### config.mk
export PLATFORM = sky130hd
export DESIGN_NAME = i2c_byte_master
export DESIGN_NICKNAME = d
export VERILOG_FILES = /design/src/rtl/i2cm_pkg.sv /design/src/rtl/i2cm_ctrl.sv /design/src/rtl/i2cm_datapath.sv /design/src/rtl/i2c_byte_master.sv
export SDC_FILE = /design/constraint.sdc
export NUM_CORES = 1
export LEC_CHECK = 0
export BUFFER_PORTS_ARGS = -buffer_cell sky130_fd_sc_hd__buf_2
export CAP_MARGIN = 40
export CORE_ASPECT_RATIO = 0.75
export CORE_UTILIZATION = 55
export DETAILED_ROUTE_END_ITERATION = 8
export PLACE_DENSITY = 0.76
export REMOVE_ABC_BUFFERS = 1
export SETUP_SLACK_MARGIN = 0.05
export SYNTH_ARGS = -nofsm -noshare
export SYNTH_HDL_FRONTEND = slang
export SYNTH_SLANG_ARGS = --single-unit
### constraint.sdc
create_clock -name clk -period 3.95 [get_ports clk]
set_clock_uncertainty 0.15 [all_clocks]
set_input_delay 0.1975 -clock clk [delete_from_list [all_inputs] [get_ports clk]]
set_output_delay 0.1975 -clock clk [all_outputs]
set_load 0.05 [all_outputs]
### src/rtl/i2cm_pkg.sv
package i2cm_pkg;

  typedef enum logic [2:0] {
    OP_PROBE = 3'd0,
    OP_START = 3'd1,
    OP_STOP  = 3'd2,
    OP_WRITE = 3'd3,
    OP_READ  = 3'd4
  } opCode_t;

  // strobes from the sequencer to the line datapath, valid for one cycle
  typedef struct packed {
    logic loadCmd;
    logic timerRestart;
    logic sclHigh;
    logic sclLow;
    logic sclEnable;
    logic sdaPull;
    logic sdaRelease;
    logic sdaFromTx;
    logic sdaPullIfAck;
    logic shiftTx;
    logic sampleRx;
    logic latchReady;
    logic latchAck;
    logic finish;
  } lineCtl_t;

endpackage

### src/rtl/i2cm_ctrl.sv
module i2cm_ctrl
  import i2cm_pkg::*;
(
  input  logic       clk,
  input  logic       rstN,
  input  logic       cmdValid,
  input  logic [2:0] cmdOp,
  input  logic       tick,
  output lineCtl_t   ctl,
  output logic       busy
);

  typedef enum logic [4:0] {
    S_IDLE, S_DISPATCH,
    S_PROBE_A, S_PROBE_B,
    S_START_A, S_START_B,
    S_STOP_A, S_STOP_B, S_STOP_C,
    S_WR_LO, S_WR_HI, S_WR_ACK_LO, S_WR_ACK_HI,
    S_RD_PRE, S_RD_LO, S_RD_HI, S_RD_ACK_LO, S_RD_ACK_HI
  } seqState_t;

  seqState_t state, nextState;
  opCode_t   opReg;
  logic [2:0] bitCnt;
  logic       bitLoad, bitDec;
  logic       opKnown;

  assign opKnown = (cmdOp <= 3'd4);
  assign busy    = (state != S_IDLE);

  always_ff @(posedge clk) begin
    if (!rstN) begin
      state  <= S_IDLE;
      opReg  <= OP_PROBE;
      bitCnt <= 3'd0;
    end else begin
      state <= nextState;
      if (ctl.loadCmd) opReg <= opCode_t'(cmdOp);
      if (bitLoad) bitCnt <= 3'd7;
      else if (bitDec) bitCnt <= bitCnt - 3'd1;
    end
  end

  always_comb begin
    nextState = state;
    ctl       = '0;
    bitLoad   = 1'b0;
    bitDec    = 1'b0;
    unique case (state)
      S_IDLE: begin
        if (cmdValid && opKnown) begin
          ctl.loadCmd = 1'b1;
          nextState   = S_DISPATCH;
        end
      end
      S_DISPATCH: begin
        ctl.timerRestart = 1'b1;
        bitLoad          = 1'b1;
        unique case (opReg)
          OP_PROBE: begin
            ctl.sclHigh    = 1'b1;
            ctl.sclEnable  = 1'b1;
            ctl.sdaRelease = 1'b1;
            nextState      = S_PROBE_A;
          end
          OP_START: begin
            ctl.sclHigh = 1'b1;
            nextState   = S_START_A;
          end
          OP_STOP: begin
            ctl.sclLow = 1'b1;
            nextState  = S_STOP_A;
          end
          OP_WRITE: begin
            ctl.sclLow    = 1'b1;
            ctl.sdaFromTx = 1'b1;
            nextState     = S_WR_LO;
          end
          default: begin
            ctl.sclLow = 1'b1;
            nextState  = S_RD_PRE;
          end
        endcase
      end
      S_PROBE_A: if (tick) begin
        ctl.timerRestart = 1'b1;
        nextState        = S_PROBE_B;
      end
      S_PROBE_B: if (tick) begin
        ctl.latchReady = 1'b1;
        ctl.finish     = 1'b1;
        nextState      = S_IDLE;
      end
      S_START_A: if (tick) begin
        ctl.timerRestart = 1'b1;
        ctl.sdaPull      = 1'b1;
        nextState        = S_START_B;
      end
      S_START_B: if (tick) begin
        ctl.finish = 1'b1;
        nextState  = S_IDLE;
      end
      S_STOP_A: if (tick) begin
        ctl.timerRestart = 1'b1;
        ctl.sdaPull      = 1'b1;
        ctl.sclHigh      = 1'b1;
        nextState        = S_STOP_B;
      end
      S_STOP_B: if (tick) begin
        ctl.timerRestart = 1'b1;
        ctl.sdaRelease   = 1'b1;
        nextState        = S_STOP_C;
      end
      S_STOP_C: if (tick) begin
        ctl.finish = 1'b1;
        nextState  = S_IDLE;
      end
      S_WR_LO: if (tick) begin
        ctl.timerRestart = 1'b1;
        ctl.sclHigh      = 1'b1;
        ctl.shiftTx      = 1'b1;
        nextState        = S_WR_HI;
      end
      S_WR_HI: if (tick) begin
        ctl.timerRestart = 1'b1;
        ctl.sclLow       = 1'b1;
        if (bitCnt != 3'd0) begin
          ctl.sdaFromTx = 1'b1;
          bitDec        = 1'b1;
          nextState     = S_WR_LO;
        end else begin
          nextState = S_WR_ACK_LO;
        end
      end
      S_WR_ACK_LO: if (tick) begin
        ctl.timerRestart = 1'b1;
        ctl.sdaRelease   = 1'b1;
        ctl.sclHigh      = 1'b1;
        nextState        = S_WR_ACK_HI;
      end
      S_WR_ACK_HI: if (tick) begin
        ctl.latchAck = 1'b1;
        ctl.finish   = 1'b1;
        nextState    = S_IDLE;
      end
      S_RD_PRE: if (tick) begin
        ctl.timerRestart = 1'b1;
        ctl.sdaRelease   = 1'b1;
        nextState        = S_RD_LO;
      end
      S_RD_LO: if (tick) begin
        ctl.timerRestart = 1'b1;
        ctl.sclHigh      = 1'b1;
        nextState        = S_RD_HI;
      end
      S_RD_HI: if (tick) begin
        ctl.timerRestart = 1'b1;
        ctl.sampleRx     = 1'b1;
        ctl.sclLow       = 1'b1;
        if (bitCnt != 3'd0) begin
          bitDec    = 1'b1;
          nextState = S_RD_LO;
        end else begin
          ctl.sdaPullIfAck = 1'b1;
          nextState        = S_RD_ACK_LO;
        end
      end
      S_RD_ACK_LO: if (tick) begin
        ctl.timerRestart = 1'b1;
        ctl.sclHigh      = 1'b1;
        nextState        = S_RD_ACK_HI;
      end
      S_RD_ACK_HI: if (tick) begin
        ctl.finish = 1'b1;
        nextState  = S_IDLE;
      end
      default: nextState = S_IDLE;
    endcase
  end

endmodule

### src/rtl/i2cm_datapath.sv
module i2cm_datapath
  import i2cm_pkg::*;
#(
  parameter int NUM_BUSES   = 1,
  parameter int BUS_IDX_W   = 3,
  parameter int HALF_CYCLES = 10000
) (
  input  logic                   clk,
  input  logic                   rstN,
  input  lineCtl_t               ctl,
  input  logic [BUS_IDX_W-1:0]   busSel,
  input  logic [7:0]             txByte,
  input  logic                   ackReq,
  input  logic [2*NUM_BUSES-1:0] lineIn,
  output logic                   tick,
  output logic [2*NUM_BUSES-1:0] lineOut,
  output logic [2*NUM_BUSES-1:0] lineOe,
  output logic [7:0]             rxByte,
  output logic                   status,
  output logic                   done
);

  localparam int CNT_W = (HALF_CYCLES > 1) ? $clog2(HALF_CYCLES) : 1;
  localparam logic [CNT_W-1:0] CNT_LAST = CNT_W'(HALF_CYCLES - 1);

  logic [CNT_W-1:0]     halfCnt;
  logic [BUS_IDX_W-1:0] busReg;
  logic [7:0]           txShift;
  logic [7:0]           rxShift;
  logic                 ackReg;
  logic                 statusReg;
  logic                 doneReg;
  logic                 sdaIn;

  // half-period step timer, saturating at its last count
  always_ff @(posedge clk) begin
    if (!rstN) halfCnt <= '0;
    else if (ctl.timerRestart) halfCnt <= '0;
    else if (halfCnt != CNT_LAST) halfCnt <= halfCnt + 1'b1;
  end
  assign tick = (halfCnt == CNT_LAST);

  // data-line readback of the selected bus; absent buses read as released
  always_comb begin
    sdaIn = 1'b1;
    for (int n = 0; n < NUM_BUSES; n++) begin
      if (busReg == BUS_IDX_W'(n)) sdaIn = lineIn[2*n+1];
    end
  end

  always_ff @(posedge clk) begin
    if (!rstN) begin
      busReg    <= '0;
      txShift   <= '0;
      ackReg    <= 1'b0;
      rxShift   <= '0;
      statusReg <= 1'b0;
      doneReg   <= 1'b0;
    end else begin
      doneReg <= ctl.finish;
      if (ctl.loadCmd) begin
        busReg  <= busSel;
        txShift <= txByte;
        ackReg  <= ackReq;
      end
      if (ctl.shiftTx)  txShift <= {txShift[6:0], 1'b0};
      if (ctl.sampleRx) rxShift <= {rxShift[6:0], sdaIn};
      if (ctl.latchReady) statusReg <= sdaIn;
      if (ctl.latchAck)   statusReg <= ~sdaIn;
    end
  end

  generate
    for (genvar n = 0; n < NUM_BUSES; n++) begin : g_bus
      logic sclLevel, sclDrive, sdaDrive;
      logic hit;
      assign hit = (busReg == BUS_IDX_W'(n));

      always_ff @(posedge clk) begin
        if (!rstN) begin
          sclLevel <= 1'b0;
          sclDrive <= 1'b0;
          sdaDrive <= 1'b0;
        end else if (hit) begin
          if (ctl.sclHigh)   sclLevel <= 1'b1;
          if (ctl.sclLow)    sclLevel <= 1'b0;
          if (ctl.sclEnable) sclDrive <= 1'b1;
          if (ctl.sdaPull)                    sdaDrive <= 1'b1;
          else if (ctl.sdaRelease)            sdaDrive <= 1'b0;
          else if (ctl.sdaFromTx)             sdaDrive <= ~txShift[7];
          else if (ctl.sdaPullIfAck && ackReg) sdaDrive <= 1'b1;
        end
      end

      assign lineOut[2*n]   = sclLevel;
      assign lineOut[2*n+1] = 1'b0;
      assign lineOe[2*n]    = sclDrive;
      assign lineOe[2*n+1]  = sdaDrive;
    end
  endgenerate

  assign rxByte = rxShift;
  assign status = statusReg;
  assign done   = doneReg;

endmodule

### src/rtl/i2c_byte_master.sv
module i2c_byte_master
  import i2cm_pkg::*;
#(
  parameter int NUM_BUSES   = 1,
  parameter int BUS_IDX_W   = 3,
  parameter int CLK_FREQ_HZ = 100_000_000
) (
  input  logic                   clk,
  input  logic                   rstN,
  input  logic                   cmdValid,
  input  logic [2:0]             cmdOp,
  input  logic [BUS_IDX_W-1:0]   busSel,
  input  logic [7:0]             txByte,
  input  logic                   ackReq,
  output logic                   busy,
  output logic                   done,
  output logic [7:0]             rxByte,
  output logic                   status,
  output logic [2*NUM_BUSES-1:0] lineOut,
  output logic [2*NUM_BUSES-1:0] lineOe,
  input  logic [2*NUM_BUSES-1:0] lineIn
);

  localparam int HALF_RAW    = CLK_FREQ_HZ / 10000;
  localparam int HALF_CYCLES = (HALF_RAW < 1) ? 1 : HALF_RAW;

  lineCtl_t ctl;
  logic     tick;

  i2cm_ctrl u_ctrl (
    .clk      (clk),
    .rstN     (rstN),
    .cmdValid (cmdValid),
    .cmdOp    (cmdOp),
    .tick     (tick),
    .ctl      (ctl),
    .busy     (busy)
  );

  i2cm_datapath #(
    .NUM_BUSES   (NUM_BUSES),
    .BUS_IDX_W   (BUS_IDX_W),
    .HALF_CYCLES (HALF_CYCLES)
  ) u_dp (
    .clk     (clk),
    .rstN    (rstN),
    .ctl     (ctl),
    .busSel  (busSel),
    .txByte  (txByte),
    .ackReq  (ackReq),
    .lineIn  (lineIn),
    .tick    (tick),
    .lineOut (lineOut),
    .lineOe  (lineOe),
    .rxByte  (rxByte),
    .status  (status),
    .done    (done)
  );

endmodule

; ---- After elaboration in Yosys (flattened, before gate mapping)
; Index checks and enable logic that the tools add are counted.
[word_totals]
regBits = 50
in_bits = 20
output_inout_bits = 15
[classes]
n_addsub = 2
order_cmp = 1
eq_ne = 35
n_mux = 57
n_bitwise = 3
reduce_logical = 26
[op_table]
columns = operator, n
row1 = $mux W5, 14
row2 = $pmux W5 S14, 1
row3 = $eq A5 B4 Y1 const B, 8
row4 = $mux W1, 29
row5 = $ne A2 B2 Y1 const B, 11
row6 = $eq A5 B3 Y1 const B, 4
row7 = $mux W8, 2
row8 = $pmux W4 S4, 1
row9 = $add A14 B1 Y14 const B, 1
row10 = $eq A14 B14 Y1 const B, 1
row11 = $ne A14 B14 Y1 const B, 1
row12 = $reduce_and A13 Y1, 1
row13 = $eq A5 B2 Y1 const B, 2
row14 = $eq A5 B5 Y1 const B, 2
row15 = $pmux W1 S2, 5
row16 = $reduce_or A2 Y1, 5
row17 = $reduce_or A5 Y1, 2
row18 = $reduce_bool A2 Y1, 4
row19 = $eq A3 B2 Y1 const B, 2
row20 = $logic_not A3 Y1, 2
row21 = $mux W3, 2
row22 = $reduce_and A2 Y1, 3
row23 = $reduce_or A6 Y1, 1
row24 = $eq A5 B1 Y1 const B, 1
row25 = 14 further kinds, 19

; ---- Depth between registers and ports, before layout
[depth]
ltp_word = 9
mapped_depth = 8

; ---- By module
; Synthesis repeated with hierarchy kept, for this count alone.
[unflattened]
cells_unflattened = 319
area_unflattened_um2 = 2733.9
[by_module_without_submodules]
columns = mod, n_inst, cells_per_inst, area_per_inst_um2, seq_area_each_um2
row1 = i2cm_datapath, 1, 179, 1695.4, 780.7
row2 = i2cm_ctrl, 1, 140, 1038.5, 220.2

; ---- Least setup slack after synthesis
; No wires, ideal clock.
[synth_timing]
path_kind = register to register
start = register u_dp.halfCnt[0]
end = register u_dp.rxShift[0] (netlist: u_dp.rxByte[0])
arrival_time_ps = 1799
t_required_ps = 3732
setup_slack_ps = 1934
stages_incl_launch_ff = 8
n_path_buf = 1
synth_period_minus_slack_ps = 2016
cell_sequence = dfxtp_1 ha_1 and3_1 nand4_4 or3_1 buf_6 or2_1 a21oi_2
[synth_between]
elab_chain_cells = 3
[synth_lines]
columns = element, line_no
row1 = from (decl), i2cm_datapath.sv:26  ; logic [CNT_W-1:0] halfCnt;
row2 = from (signal assigned), i2cm_datapath.sv:39  ; else if (halfCnt != CNT_LAST) halfCnt <= halfCnt + 1'b1;
row3 = $eq A14 B14 Y1, i2cm_datapath.sv:41  ; assign tick = (halfCnt == CNT_LAST);
row4 = $mux W1, i2cm_ctrl.sv:156  ; S_RD_HI: if (tick) begin
row5 = $mux W1, i2cm_ctrl.sv:49  ; unique case (state)
row6 = to (signal assigned), i2cm_datapath.sv:67  ; if (ctl.sampleRx) rxShift <= {rxShift[6:0], sdaIn};
row7 = to (decl), i2cm_datapath.sv:29  ; logic [7:0] rxShift;
; No other way between the ends.
; A chain may end at the register's enable or synchronous reset.

; ---- Worst setup path after layout
[layout_timing]
start = register u_ctrl.state[1]
end = register u_dp.halfCnt[9]
[layout_between]
elab_chain_cells = 4
[layout_lines]
columns = element, line_no
row1 = from (decl), i2cm_ctrl.sv:22  ; seqState_t state, nextState;
row2 = from (signal assigned), i2cm_ctrl.sv:37  ; state <= nextState;
row3 = "$eq A5 B2 Y1, or another cell as far along", i2cm_ctrl.sv:49
row4 = $reduce_or A6 Y1 (no line) or $reduce_or A5 Y1 (tied branches), --
row5 = $pmux W1 S3 (*), i2cm_ctrl.sv:49
row6 = $reduce_or A2 Y1 (no line) (*), --
; Every way passes the cells marked *; elsewhere a longest branch is shown, timed or not.

==> impl_metrics.json <==
{
  "status": "completed",
  "max-slew-margin-rel_pct": 49.4,
  "grt_pass1_wl_microns": 9850,
  "yosys.area_share.simple_pct": 26.7,
  "max-vdd-ir-drop_uv": 346,
  "cp.arrival_ns": 2.54,
  "leakagePower_nw": 1.18,
  "io_buffer_count": 32,
  "synth_adder_area_share_pct": 1.39,
  "wl_per_cell_microns": 14.4,
  "worstMarginPinSlew_ns": 0.758,
  "startpoint_type": "register",
  "worstHoldEndpoint": "u_ctrl.opReg[0]",
  "synth.mux.area_fraction_pct": 6.35,
  "drc": 0,
  "ios": 35,
  "synth_edf_count": 0,
  "post-route-period-util_pct": 63.9,
  "hpwl_microns": 3820,
  "synth_common_cells": "50 x dfxtp_1, 26 x nor2_1, 25 x nor3_1",
  "synth_area_sq_um": 2700,
  "initial_core_util_pct": 59.0,
  "stdcell_count": 395,
  "ys_seq_area_share_pct": 37.1,
  "clkSlewWorstSetupHoldPaths_ns": 0.09,
  "antenna_found_initial": 0,
  "power_density_nw_per_um2": 528,
  "synth_xor_area_share_pct": 4.87,
  "synth_top_area_cell": "dfxtp_1",
  "critPathMaxFanout": 19,
  "synth_compound_area_share_pct": 17.3,
  "top_layer": "met4",
  "clk_latency_ns": 0.30,
  "tns_ns": 0,
  "rsz0062_at_grt": "false",
  "n_fill_cell": 389,
  "ys_ff_latch": 50,
  "hold_depth": 3,
  "place_area_sq_um": 2810,
  "cts-root-buf": "clkbuf_8",
  "async_reset_ff_share_pct": 0,
  "synth_ff_type": "dfxtp_1",
  "die_width_microns": 82.9,
  "num_rows": 21,
  "endpoint_kind": "register",
  "gp_routability_congestion": 0.850,
  "drt_iter0_markers": 216,
  "antenna_cells": 0,
  "reg2reg_to": "u_dp.halfCnt[9]",
  "fin_area_sq_um": 2970,
  "core_sq_um": 4570,
  "clk_path_buf_depth": 2,
  "die_h_microns": 62.7,
  "grt_overflow_total": 0,
  "numCtsBuffers": 5,
  "maxSlewViolCount": 0,
  "nets": 360,
  "grtUsageTotal_pct": 23.4,
  "hold_path.class": "in -> reg",
  "synth_cell_types": 59,
  "met3_length_microns": 258,
  "yosysWarnings": 0,
  "htree_num_levels": 2,
  "synth_top_family_by_area": "simple AND/OR/NAND/NOR gates",
  "synth.most_common_cell": "dfxtp_1",
  "fmax_mhz": 396,
  "path_class": "reg -> reg",
  "avgSynthCellArea_sq_um": 8.51,
  "grt_max_degree": 24,
  "setup_viol": 0,
  "rr_worst_depth": 5,
  "multi_input_area_sq_um": 1530,
  "syn_inst": 317,
  "final_antenna_net_count": 0,
  "r2r-start": "u_ctrl.state[1]",
  "route.met2.wl_microns": 2500,
  "reg2reg_setup_slack_ns": 1.43,
  "synthTopCellsByArea": "dfxtp_1 37%, mux2i_1 5.9%, nor3_1 4.6%",
  "cts_resized": 0,
  "maxCapViolCount": 0,
  "postLayoutCoreUtil_pct": 64.9,
  "cts.sink_count": 50,
  "period_minus_slack_ns": 2.52,
  "critPathRequiredTime_ns": 3.97,
  "area_growth_pct": 9.97,
  "wl_microns": 5690,
  "synth.top_cell.area_share_pct": 37.1,
  "placed_cells": 382,
  "layout-drive-gt1-share_pct": 14.8,
  "first_pass_iters": 4,
  "via_per_inst": 5.75,
  "seq_area_sq_um": 1000,
  "met1_length_microns": 2880,
  "cts_tree": "done",
  "post_cts_buffers": 0,
  "hp-start": "cmdOp[0]",
  "vias": 2273,
  "finalHoldViolations": 0,
  "grt_pass1_vias": 2078,
  "die-area_sq_um": 5190
}
layer usage:
metal	track usage [%]	vias to the layer above
met2	35.3	47
met3	6.21	6
li1	-	1174
met5	0	-
met4	6.47	0
met1	32.8	1046
sequential cells by signal, indices dropped and copies added, names as in the netlist:
signal and flops:
u_dp.g_bus.sclDrive 1, u_ctrl.bitCnt 3, u_ctrl.opReg 3, u_dp.status 1, u_dp.g_bus.sclLevel 1, u_dp.busReg 3, u_ctrl.state 5, u_dp.ackReg 1
u_dp.txShift 8, u_dp.halfCnt 14, u_dp.g_bus.sdaDrive 1, u_dp.done 1, u_dp.rxByte 8
power by group:
group          leakage, nW  internal [W]  switching [W]
Sequential           0.406      0.000565       0.000111
Clock               0.0514      0.000189       0.000172
Combinational        0.719      0.000212       0.000318
layout make-up:
class                   instances  share of cell area, %
clock buffers                   6                   2.45
clock inverters                 2                   1.27
inverters                      10                   1.27
multi-input cells             232                   51.5
flip-flops and latches         50                   33.7
well taps                      57                   2.40
repair buffers                 38                   7.34
layout by cell type, fill, tap and decap left out, drive strengths merged, types with 2 or more instances in the layout:
cell type,count
nor2,26
o21bai,4
a21oi,19
nor4,2
mux2i,16
o21ai,11
and3,4
nand2,23
inv,9
nor3,25
buf,33
nor4b,2
o211a,2
a211oi,5
clkbuf,6
dfxtp,50
xnor2,7
and4,3
ha,3
a31oi,4
nand2b,3
xor2,8
a21boi,2
dlygate4sd3,5
nand4,7
nor3b,3
nor2b,11
a211o,2
or3,3
and2,5
nand3,4
a22oi,7
cell families (layout without fill, tap and decap cells):
logic type / after synthesis / count (layout)
xor+xnor: 15 / 15
buf+inv: 35 / 56
simple gates: 128 / 128
mux: 17 / 17
flops: 50 / 50
compound gates: 68 / 68
other cells: 1 / 1
fa+ha+maj: 3 / 3
worst max path at each step:
| stage | to | startpoint | cells after the start | slack (ns) |
|---|---|---|---|---|
| 3_3_place_gp | u_dp.halfCnt[2] | u_ctrl.state[1] | 5 | 1.51 |
| 5_1_grt | u_dp.halfCnt[10] | u_ctrl.state[1] | 5 | 1.23 |
| 3_5_place_dp | u_dp.halfCnt[9] | u_ctrl.state[1] | 5 | 1.47 |
| 2_1_floorplan | u_dp.txShift[0] | u_ctrl.state[2] | 4 | 1.61 |
| 6_report | u_dp.halfCnt[9] | u_ctrl.state[1] | 5 | 1.43 |
| 4_1_cts | u_dp.halfCnt[9] | u_ctrl.state[1] | 5 | 1.46 |
worst max-delay path: stages, from the launching register on:
cell	delay (ns)
dfxtp_1	0.51
nor2_1	0.55
nand2_1	0.13
or3_1	0.37
a21oi_2	0.52
nor3_1	0.14
stage by stage:
step | setup slack [ns] | hold WS (ns) | total power (W)
finish | 1.43 | 0.0124 | 0.00157
global route | 1.23 | 0.0178 | 0.00167
CTS | 1.46 | 0.00136 | 0.00157
detailed placement | 1.47 | 0.297 | 0.00121
global placement | 1.51 | 0.283 | 0.00119
floorplan | 1.61 | 0.176 | 0.00107
what timing repair did:
item                                    4_1_cts  5_1_grt
hold buffers                                  4        1
endpoints found under the setup margin        0        0
hold endpoints to repair                      4        1
(Power assumes the default switching activity.)
